--- src/rtl/romcs_pkg.sv ---
package romcs_pkg;

  typedef enum logic [1:0] {
    ST_IDLE = 2'd0,
    ST_ACT  = 2'd1,
    ST_GAP  = 2'd2
  } cyc_state_t;

  // log2 of the byte width: 00 -> 8 bit, 01 -> 16 bit, 1x -> 32 bit
  function automatic logic [1:0] width_shift(input logic [1:0] w);
    return w[1] ? 2'd2 : (w[0] ? 2'd1 : 2'd0);
  endfunction

endpackage

--- src/rtl/rom_space_decode.sv ---
module rom_space_decode #(
  parameter int NSP       = 3,
  parameter int SEL_W     = 2,
  parameter int WAIT_W    = 3,
  parameter int NUM_REMAP = 2
) (
  input  logic [SEL_W-1:0]      region,
  input  logic [2*NSP-1:0]      cfg_width,
  input  logic [NSP-1:0]        cfg_fast,
  input  logic [WAIT_W*NSP-1:0] cfg_wait,
  input  logic [NSP-1:0]        cfg_wprot,
  input  logic [NUM_REMAP-1:0]  cfg_redirect,
  output logic                  hit,
  output logic [SEL_W-1:0]      sp,
  output logic [1:0]            width,
  output logic                  fast,
  output logic [WAIT_W-1:0]     wt,
  output logic                  wprot,
  output logic                  redirect
);

  always_comb begin
    hit   = 1'b0;
    sp    = region;
    width = '0;
    fast  = 1'b0;
    wt    = '0;
    wprot = 1'b0;
    for (int i = 0; i < NSP; i++) begin
      if (region == SEL_W'(i)) begin
        hit   = 1'b1;
        width = cfg_width[2*i +: 2];
        fast  = cfg_fast[i];
        wt    = cfg_wait[WAIT_W*i +: WAIT_W];
        wprot = cfg_wprot[i];
      end
    end
  end

  always_comb begin
    redirect = 1'b0;
    for (int j = 0; j < NUM_REMAP; j++) begin
      if (region == SEL_W'(j)) redirect = cfg_redirect[j];
    end
  end

endmodule

--- src/rtl/rom_burst_plan.sv ---
module rom_burst_plan
  import romcs_pkg::*;
#(
  parameter int LINE_BYTES = 16,
  parameter int BEAT_W     = 4
) (
  input  logic              burst,
  input  logic              write,
  input  logic              fast,
  input  logic [1:0]        width,
  output logic              is_burst,
  output logic              page,
  output logic [1:0]        shift,
  output logic [BEAT_W-1:0] beats_m1
);

  always_comb begin
    shift    = width_shift(width);
    is_burst = burst && !write;
    page     = is_burst && fast && (shift != 2'd0);
    beats_m1 = is_burst ? BEAT_W'((LINE_BYTES >> shift) - 1) : '0;
  end

endmodule

--- src/rtl/rom_beat_timer.sv ---
module rom_beat_timer #(
  parameter int CNT_W = 4
) (
  input  logic             clk,
  input  logic             rst_n,
  input  logic             load,
  input  logic [CNT_W-1:0] load_val,
  output logic             done
);

  logic [CNT_W-1:0] cnt;

  always_ff @(posedge clk) begin
    if (!rst_n)          cnt <= '0;
    else if (load)       cnt <= load_val;
    else if (cnt != '0)  cnt <= cnt - 1'b1;
  end

  assign done = (cnt == '0);

endmodule

--- src/rtl/romcs_cycle_ctrl.sv ---
module romcs_cycle_ctrl
  import romcs_pkg::*;
#(
  parameter int NUM_SPACES  = 3,
  parameter int SPACE_AW    = 26,
  parameter int WAIT_W      = 3,
  parameter int NORMAL_CLKS = 3,
  parameter int LINE_BYTES  = 16,
  parameter int NUM_REMAP   = 2,
  localparam int SEL_W      = $clog2(NUM_SPACES + 1),
  localparam int ADDR_W     = SPACE_AW + SEL_W
) (
  input  logic                         clk,
  input  logic                         rst_n,
  input  logic                         req_valid,
  output logic                         req_ready,
  input  logic [ADDR_W-1:0]            req_addr,
  input  logic                         req_write,
  input  logic                         req_burst,
  input  logic [2*NUM_SPACES-1:0]      cfg_width,
  input  logic [NUM_SPACES-1:0]        cfg_fast,
  input  logic [WAIT_W*NUM_SPACES-1:0] cfg_wait,
  input  logic [NUM_SPACES-1:0]        cfg_wprot,
  input  logic [NUM_REMAP-1:0]         cfg_redirect,
  output logic [NUM_SPACES-1:0]        rom_cs_n,
  output logic                         card_cs_n,
  output logic                         rom_rd_n,
  output logic                         rom_wr_n,
  output logic [ADDR_W-1:0]            rom_addr,
  output logic                         rdy,
  output logic                         rdy_last,
  output logic                         wp_violation
);

  localparam int LINE_SH = $clog2(LINE_BYTES);
  localparam int BEAT_W  = LINE_SH;
  localparam int CNT_W   = $clog2(NORMAL_CLKS + (1 << WAIT_W));

  // decode of the presented request
  logic              dec_hit, dec_fast, dec_wp, dec_redir;
  logic [SEL_W-1:0]  dec_sp;
  logic [1:0]        dec_width;
  logic [WAIT_W-1:0] dec_wait;

  rom_space_decode #(
    .NSP(NUM_SPACES), .SEL_W(SEL_W), .WAIT_W(WAIT_W), .NUM_REMAP(NUM_REMAP)
  ) u_decode (
    .region      (req_addr[ADDR_W-1 -: SEL_W]),
    .cfg_width   (cfg_width),
    .cfg_fast    (cfg_fast),
    .cfg_wait    (cfg_wait),
    .cfg_wprot   (cfg_wprot),
    .cfg_redirect(cfg_redirect),
    .hit         (dec_hit),
    .sp          (dec_sp),
    .width       (dec_width),
    .fast        (dec_fast),
    .wt          (dec_wait),
    .wprot       (dec_wp),
    .redirect    (dec_redir)
  );

  logic              pl_burst, pl_page;
  logic [1:0]        pl_shift;
  logic [BEAT_W-1:0] pl_beats_m1;

  rom_burst_plan #(.LINE_BYTES(LINE_BYTES), .BEAT_W(BEAT_W)) u_plan (
    .burst   (req_burst),
    .write   (req_write),
    .fast    (dec_fast),
    .width   (dec_width),
    .is_burst(pl_burst),
    .page    (pl_page),
    .shift   (pl_shift),
    .beats_m1(pl_beats_m1)
  );

  // cycle state
  cyc_state_t        st;
  logic [SEL_W-1:0]  sp_q;
  logic              write_q, wprot_q, card_q, fast_q, page_q;
  logic [WAIT_W-1:0] wait_q;
  logic [1:0]        shift_q;
  logic [BEAT_W-1:0] beats_left;
  logic [ADDR_W-1:0] addr_q;

  function automatic logic [CNT_W-1:0] len_m1(input logic f, input logic [WAIT_W-1:0] w);
    return f ? CNT_W'(w) : CNT_W'(w) + CNT_W'(NORMAL_CLKS - 1);
  endfunction

  logic act, accept, tmr_done, tmr_load;
  logic [CNT_W-1:0] tmr_val;

  assign act       = (st == ST_ACT);
  assign req_ready = (st == ST_IDLE) && dec_hit;
  assign accept    = req_valid && req_ready;

  always_comb begin
    tmr_load = 1'b0;
    tmr_val  = len_m1(fast_q, wait_q);
    if (st == ST_IDLE) begin
      tmr_load = accept;
      tmr_val  = len_m1(dec_fast, dec_wait);
    end else if (st == ST_GAP) begin
      tmr_load = 1'b1;
    end else begin
      tmr_load = tmr_done && (beats_left != '0) && page_q;
    end
  end

  rom_beat_timer #(.CNT_W(CNT_W)) u_timer (
    .clk     (clk),
    .rst_n   (rst_n),
    .load    (tmr_load),
    .load_val(tmr_val),
    .done    (tmr_done)
  );

  always_ff @(posedge clk) begin
    if (!rst_n) begin
      st         <= ST_IDLE;
      sp_q       <= '0;
      write_q    <= 1'b0;
      wprot_q    <= 1'b0;
      card_q     <= 1'b0;
      fast_q     <= 1'b0;
      page_q     <= 1'b0;
      wait_q     <= '0;
      shift_q    <= '0;
      beats_left <= '0;
      addr_q     <= '0;
    end else begin
      case (st)
        ST_IDLE: if (accept) begin
          st         <= ST_ACT;
          sp_q       <= dec_sp;
          write_q    <= req_write;
          wprot_q    <= dec_wp;
          card_q     <= dec_redir;
          fast_q     <= dec_fast;
          wait_q     <= dec_wait;
          page_q     <= pl_page;
          shift_q    <= pl_shift;
          beats_left <= pl_beats_m1;
          addr_q     <= pl_burst ? {req_addr[ADDR_W-1:LINE_SH], {LINE_SH{1'b0}}} : req_addr;
        end
        ST_ACT: if (tmr_done) begin
          if (beats_left == '0) begin
            st <= ST_IDLE;
          end else begin
            beats_left <= beats_left - 1'b1;
            addr_q     <= addr_q + (ADDR_W'(1) << shift_q);
            st         <= page_q ? ST_ACT : ST_GAP;
          end
        end
        default: st <= ST_ACT;
      endcase
    end
  end

  // strobes
  for (genvar g = 0; g < NUM_SPACES; g++) begin : g_cs
    assign rom_cs_n[g] = !(act && !card_q && (sp_q == SEL_W'(g)));
  end

  assign card_cs_n    = !(act && card_q);
  assign rom_rd_n     = !(act && !write_q);
  assign rom_wr_n     = !(act && write_q && !wprot_q);
  assign rom_addr     = addr_q;
  assign rdy          = act && tmr_done;
  assign rdy_last     = rdy && (beats_left == '0);
  assign wp_violation = rdy && write_q && wprot_q;

  // checks
  AST_REGION_REJECT: assert property (@(posedge clk) disable iff (!rst_n)
    (req_addr[ADDR_W-1 -: SEL_W] >= SEL_W'(NUM_SPACES)) |-> !req_ready);
  AST_ONE_SELECT: assert property (@(posedge clk) disable iff (!rst_n)
    $onehot0({~rom_cs_n, ~card_cs_n}));
  AST_RW_EXCL: assert property (@(posedge clk) disable iff (!rst_n)
    !(!rom_rd_n && !rom_wr_n));
  AST_WR_UNPROT: assert property (@(posedge clk) disable iff (!rst_n)
    !rom_wr_n |-> !cfg_wprot[sp_q]);
  AST_VIOL_AT_RDY: assert property (@(posedge clk) disable iff (!rst_n)
    wp_violation |-> (rdy && rom_wr_n));
  AST_PAGE_HOLD: assert property (@(posedge clk) disable iff (!rst_n)
    (rdy && !rdy_last && page_q) |=> !rom_rd_n);
  AST_GAP_RELEASE: assert property (@(posedge clk) disable iff (!rst_n)
    (rdy && !rdy_last && !page_q) |=> (rom_rd_n && !rdy));
  AST_LAST_RELEASE: assert property (@(posedge clk) disable iff (!rst_n)
    rdy_last |=> (&rom_cs_n && card_cs_n && rom_rd_n && rom_wr_n));
  AST_BUSY_NOT_READY: assert property (@(posedge clk) disable iff (!rst_n)
    req_ready |-> (&rom_cs_n && card_cs_n));

endmodule

--- config.mk ---
export PLATFORM = sky130hd
export DESIGN_NAME = romcs_cycle_ctrl
export DESIGN_NICKNAME = d
export VERILOG_FILES = /design/src/rtl/romcs_pkg.sv /design/src/rtl/rom_space_decode.sv /design/src/rtl/rom_burst_plan.sv /design/src/rtl/rom_beat_timer.sv /design/src/rtl/romcs_cycle_ctrl.sv
export SDC_FILE = /design/constraint.sdc
export NUM_CORES = 1
export LEC_CHECK = 0
export CELL_PAD_IN_SITES_DETAIL_PLACEMENT = 0
export CELL_PAD_IN_SITES_GLOBAL_PLACEMENT = 1
export CORE_ASPECT_RATIO = 0.6
export CORE_MARGIN = 3
export CORE_UTILIZATION = 49
export CTS_CLUSTER_DIAMETER = 60
export CTS_CLUSTER_SIZE = 12
export DETAILED_ROUTE_END_ITERATION = 8
export DONT_BUFFER_PORTS = 1
export GPL_TIMING_DRIVEN = 0
export PLACE_DENSITY = 0.91
export SLEW_MARGIN = 20
export SYNTH_ARGS = -nofsm -noshare
export SYNTH_HDL_FRONTEND = slang
export SYNTH_HIERARCHICAL = 1
export SYNTH_SLANG_ARGS = --single-unit
--- constraint.sdc ---
create_clock -name clk -period 3.9 [get_ports clk]
set_input_delay 1.17 -clock clk [delete_from_list [all_inputs] [get_ports clk]]
set_output_delay 1.17 -clock clk [all_outputs]
set_load 0.01 [all_outputs]
==> qor.yml <==
sta:
  relSlewSlack: 0.495
  max_freq_ghz: 0.289
  setup_violations: 0
  post-route-min-period_ns: 3.46
  skew_ns: 0.00411
  period_share: 0.887
  rsz0062_at_grt: "no"
  final_hold_viol_count: 0
  tns_ns: 0
  worst_pin_slew_ns: 0.758
  fin_ws_ns: 0.440
  maxSlewViolCount: 0
global_routing:
  grt.total_usage: 0.269
  grt_overflow: 0
  grt_pass1_wl_microns: 17200
  grt_pass1_vias: 3118
  grt_max_degree: 14
  antenna_found_initial: 0
floorplanning:
  dieArea_sq_um: 8100
  rows: 22
  die_h_microns: 70.9
  pin_count: 94
  core_region_area_sq_um: 6440
  fp.dieW_microns: 114
  start_util: 0.535
setup_path:
  crit_top_cell: "inv_1"
  crit_fanout: 7
  r2r-end: "rom_addr[22]$_SDFFE_PN0P_"
  crit_end: "wp_violation"
  crit_start: "u_timer/cnt[0]$_SDFFE_PN0P_"
  r2r_cells: 9
  crit_cells: 7
  crit_buf_inv: 3
  slowest_stage: "nor2_1"
  cp_cell_sequence: "inv_1 > ha_1 > nor3b_4 > clkbuf_1 > inv_1 > nor2_1 > and3_1"
  cpLargestDelayFamily: "simple AND/OR/NAND/NOR gates"
  end_kind: "output port"
  crit_required_ns: 2.73
  cp_data_arrival_time_ns: 2.29
  reg2reg_setup_slack_ns: 1.30
  r2r_start: "shift_q[0]$_SDFFE_PN0P_"
  cpPeakStageDelay_ns: 0.37
  crit_type: "reg2out"
  startpoint_type: "flip-flop"
clock_network:
  path_clk_slew_ns: 0.07
  clk_latency_ns: 0.29
  clk_path_buf_depth: 2
  numCtsBuffers: 5
  cts_tree: "built"
  htree_levels: 2
  post_cts_resized: 0
  cts_hold_buffers: 0
  post_cts_buffers: 0
  clock_sinks: 50
  clock-root-buffer: "clkbuf_16"
drt:
  wl_microns: 10900
  drc: 0
  via_count: 3402
  drtIter0Drc: 398
  wl_per_cell_microns: 20.3
  ant_nets: 0
  first_pass_iters: 5
  vias_per_cell: 6.34
final_layout:
  synthToLayoutAreaGrowth_pct: 7.16
  regArea_sq_um: 1000
  fin_nets: 518
  fill_cells: 619
  multi_input_area_sq_um: 2200
  finalInstanceArea_sq_um: 3690
  drive_gt1_frac: 0.108
placed_design:
  placed_area_sq_um: 3550
  gp_congestion: 0.878
  pre_cts_slack_ns: 0.754
  port_buffers: 0
  dpl.hpwl_microns: 8060
pwr:
  vdd_drop_max_mv: 0.255
  p_leak_uw: 0.00137
  power_density_nw_per_um2: 494
run_status:
  outcome: "finished clean"
worst_hold_path:
  hp-class: "reg2reg"
  holdPathStages: 2
  min_from: "wprot_q$_SDFFE_PN0P_"
synthesis:
  synth-seq-cells: 50
  ys_types: 67
  ys_warn_count: 6
  synth_ff_type: "dfxtp_1"
  synthCells: 446
  mappedNetlistArea_sq_um: 3440
  syn-num-nets: 511
  ys_seq_area_frac: 0.291
  ys_async_sr_fraction: 0
  syn_avg_cell_area_sq_um: 7.72
  synth_edf_count: 0
job:
  cap_violations: 0
==> area by class of cell <==
cell class	instances	area share
Tap cell	84	0.0285
Multi-Input combinational cell	347	0.597
Inverter	14	0.0142
Clock buffer	6	0.0376
Buffer	35	0.0512
Antenna cell	1	0.000678
Sequential cell	50	0.271
==> flip-flops by register name, indices dropped and copies added, names as in the netlist <==
register,cells
wprot_q,1
card_q,1
page_q,1
fast_q,1
beats_left,4
u_timer/cnt,4
sp_q,2
wait_q,3
rom_addr,28
write_q,1
shift_q,2
st,2
==> worst min-delay path: cells and delay by family (launching register included) <==
| family | cells | cell delay, ns |
|---|---|---|
| flops | 1 | 0.31 |
| simple gates | 1 | 0.05 |
| compound gates | 1 | 0.05 |
==> layer usage <==
layer  global-route usage  wire [microns]  up-vias
met5                    0               0        -
met1                0.408            5140     1587
met3               0.0897            1220       15
li1                     -               -     1632
met4               0.0369             125        0
met2                0.376            4410      168
==> synthesized netlist by cell type, drive strengths merged (3+ instances only) <==
cell type,number,share of area
ha,8,0.029
buf,20,0.039
and4,3,0.0076
and3,6,0.011
inv,14,0.015
mux2,3,0.0098
nor3,9,0.016
nand3b,4,0.0087
a21o,3,0.0065
nand4,7,0.016
nor3b,4,0.012
nand3,20,0.029
clkbuf,15,0.016
o31ai,4,0.0087
a32o,4,0.012
a21oi,44,0.064
mux2i,12,0.035
nor2b,7,0.015
and2,3,0.0054
o211ai,6,0.013
a31o,3,0.0076
xnor2,4,0.010
o22ai,3,0.0073
a211oi,5,0.015
o2bb2ai,10,0.031
nand2,64,0.070
or3,3,0.0054
nand2b,10,0.020
a31oi,13,0.028
dfxtp,50,0.29
nor2,38,0.041
o21ai,22,0.033
==> stage by stage <==
stage	power (uW)	util	cells	hold slack [ns]
3_3_place_gp	1370	0.551	530	0.445
6_report	1820	0.573	537	0.466
4_1_cts	1820	0.573	536	0.464
5_1_grt	1930	0.573	536	0.499
3_5_place_dp	1380	0.551	530	0.454
2_1_floorplan	1210	-	446	0.425
==> how the worst min path moves through the flow <==
stage / to
2_1_floorplan: st[1]$_SDFFE_PN0P_
3_3_place_gp: wait_q[0]$_SDFFE_PN0P_
3_5_place_dp: wait_q[0]$_SDFFE_PN0P_
4_1_cts: wait_q[0]$_SDFFE_PN0P_
5_1_grt: wprot_q$_SDFFE_PN0P_
6_report: wprot_q$_SDFFE_PN0P_
==> power breakdown <==
group	total, uW	leakage [uW]	internal, uW	switching, uW
Combinational	676	0.000895	259	416
Clock	434	0.0000688	249	185
Sequential	713	0.000410	590	123
==> placed cells by master (no fill, tap or decap), types with 3 or more instances in the layout <==
cell type  instances
clkbuf_16          5
nand3b_1           4
nand2_1           64
o2bb2ai_2          3
nand3_1           20
and2_1             3
o21ai_1            5
nor2b_1            6
nor2_1            38
ha_1               8
a211oi_1           4
clkbuf_1          15
a21oi_1           44
nor3_1             7
and4_1             3
xnor2_1            4
buf_6              4
mux2_2             3
buf_2             10
o21ai_0           16
a21o_1             3
inv_1             13
o31ai_1            4
nor3b_1            3
a31oi_1           12
a32o_1             4
o2bb2ai_1          7
nand4_1            5
buf_4              4
and3_1             6
or3_1              3
mux2i_1           12
o211ai_1           6
dfxtp_1           50
nand2b_1           9
==> cell families (layout without fill, tap and decap cells) <==
logic type,after synthesis,count (layout),share of synthesized area
other,0,1,0
adder cells (fa/ha/maj),9,9,0.0349
AO/OA/AOI/OAI,132,132,0.266
XOR/XNOR,6,6,0.0153
flip-flops,50,50,0.291
multiplexers,15,15,0.0447
buffers and inverters,49,55,0.0701
AND/OR/NAND/NOR,185,185,0.279
Power figures use the tool's default switching activity.
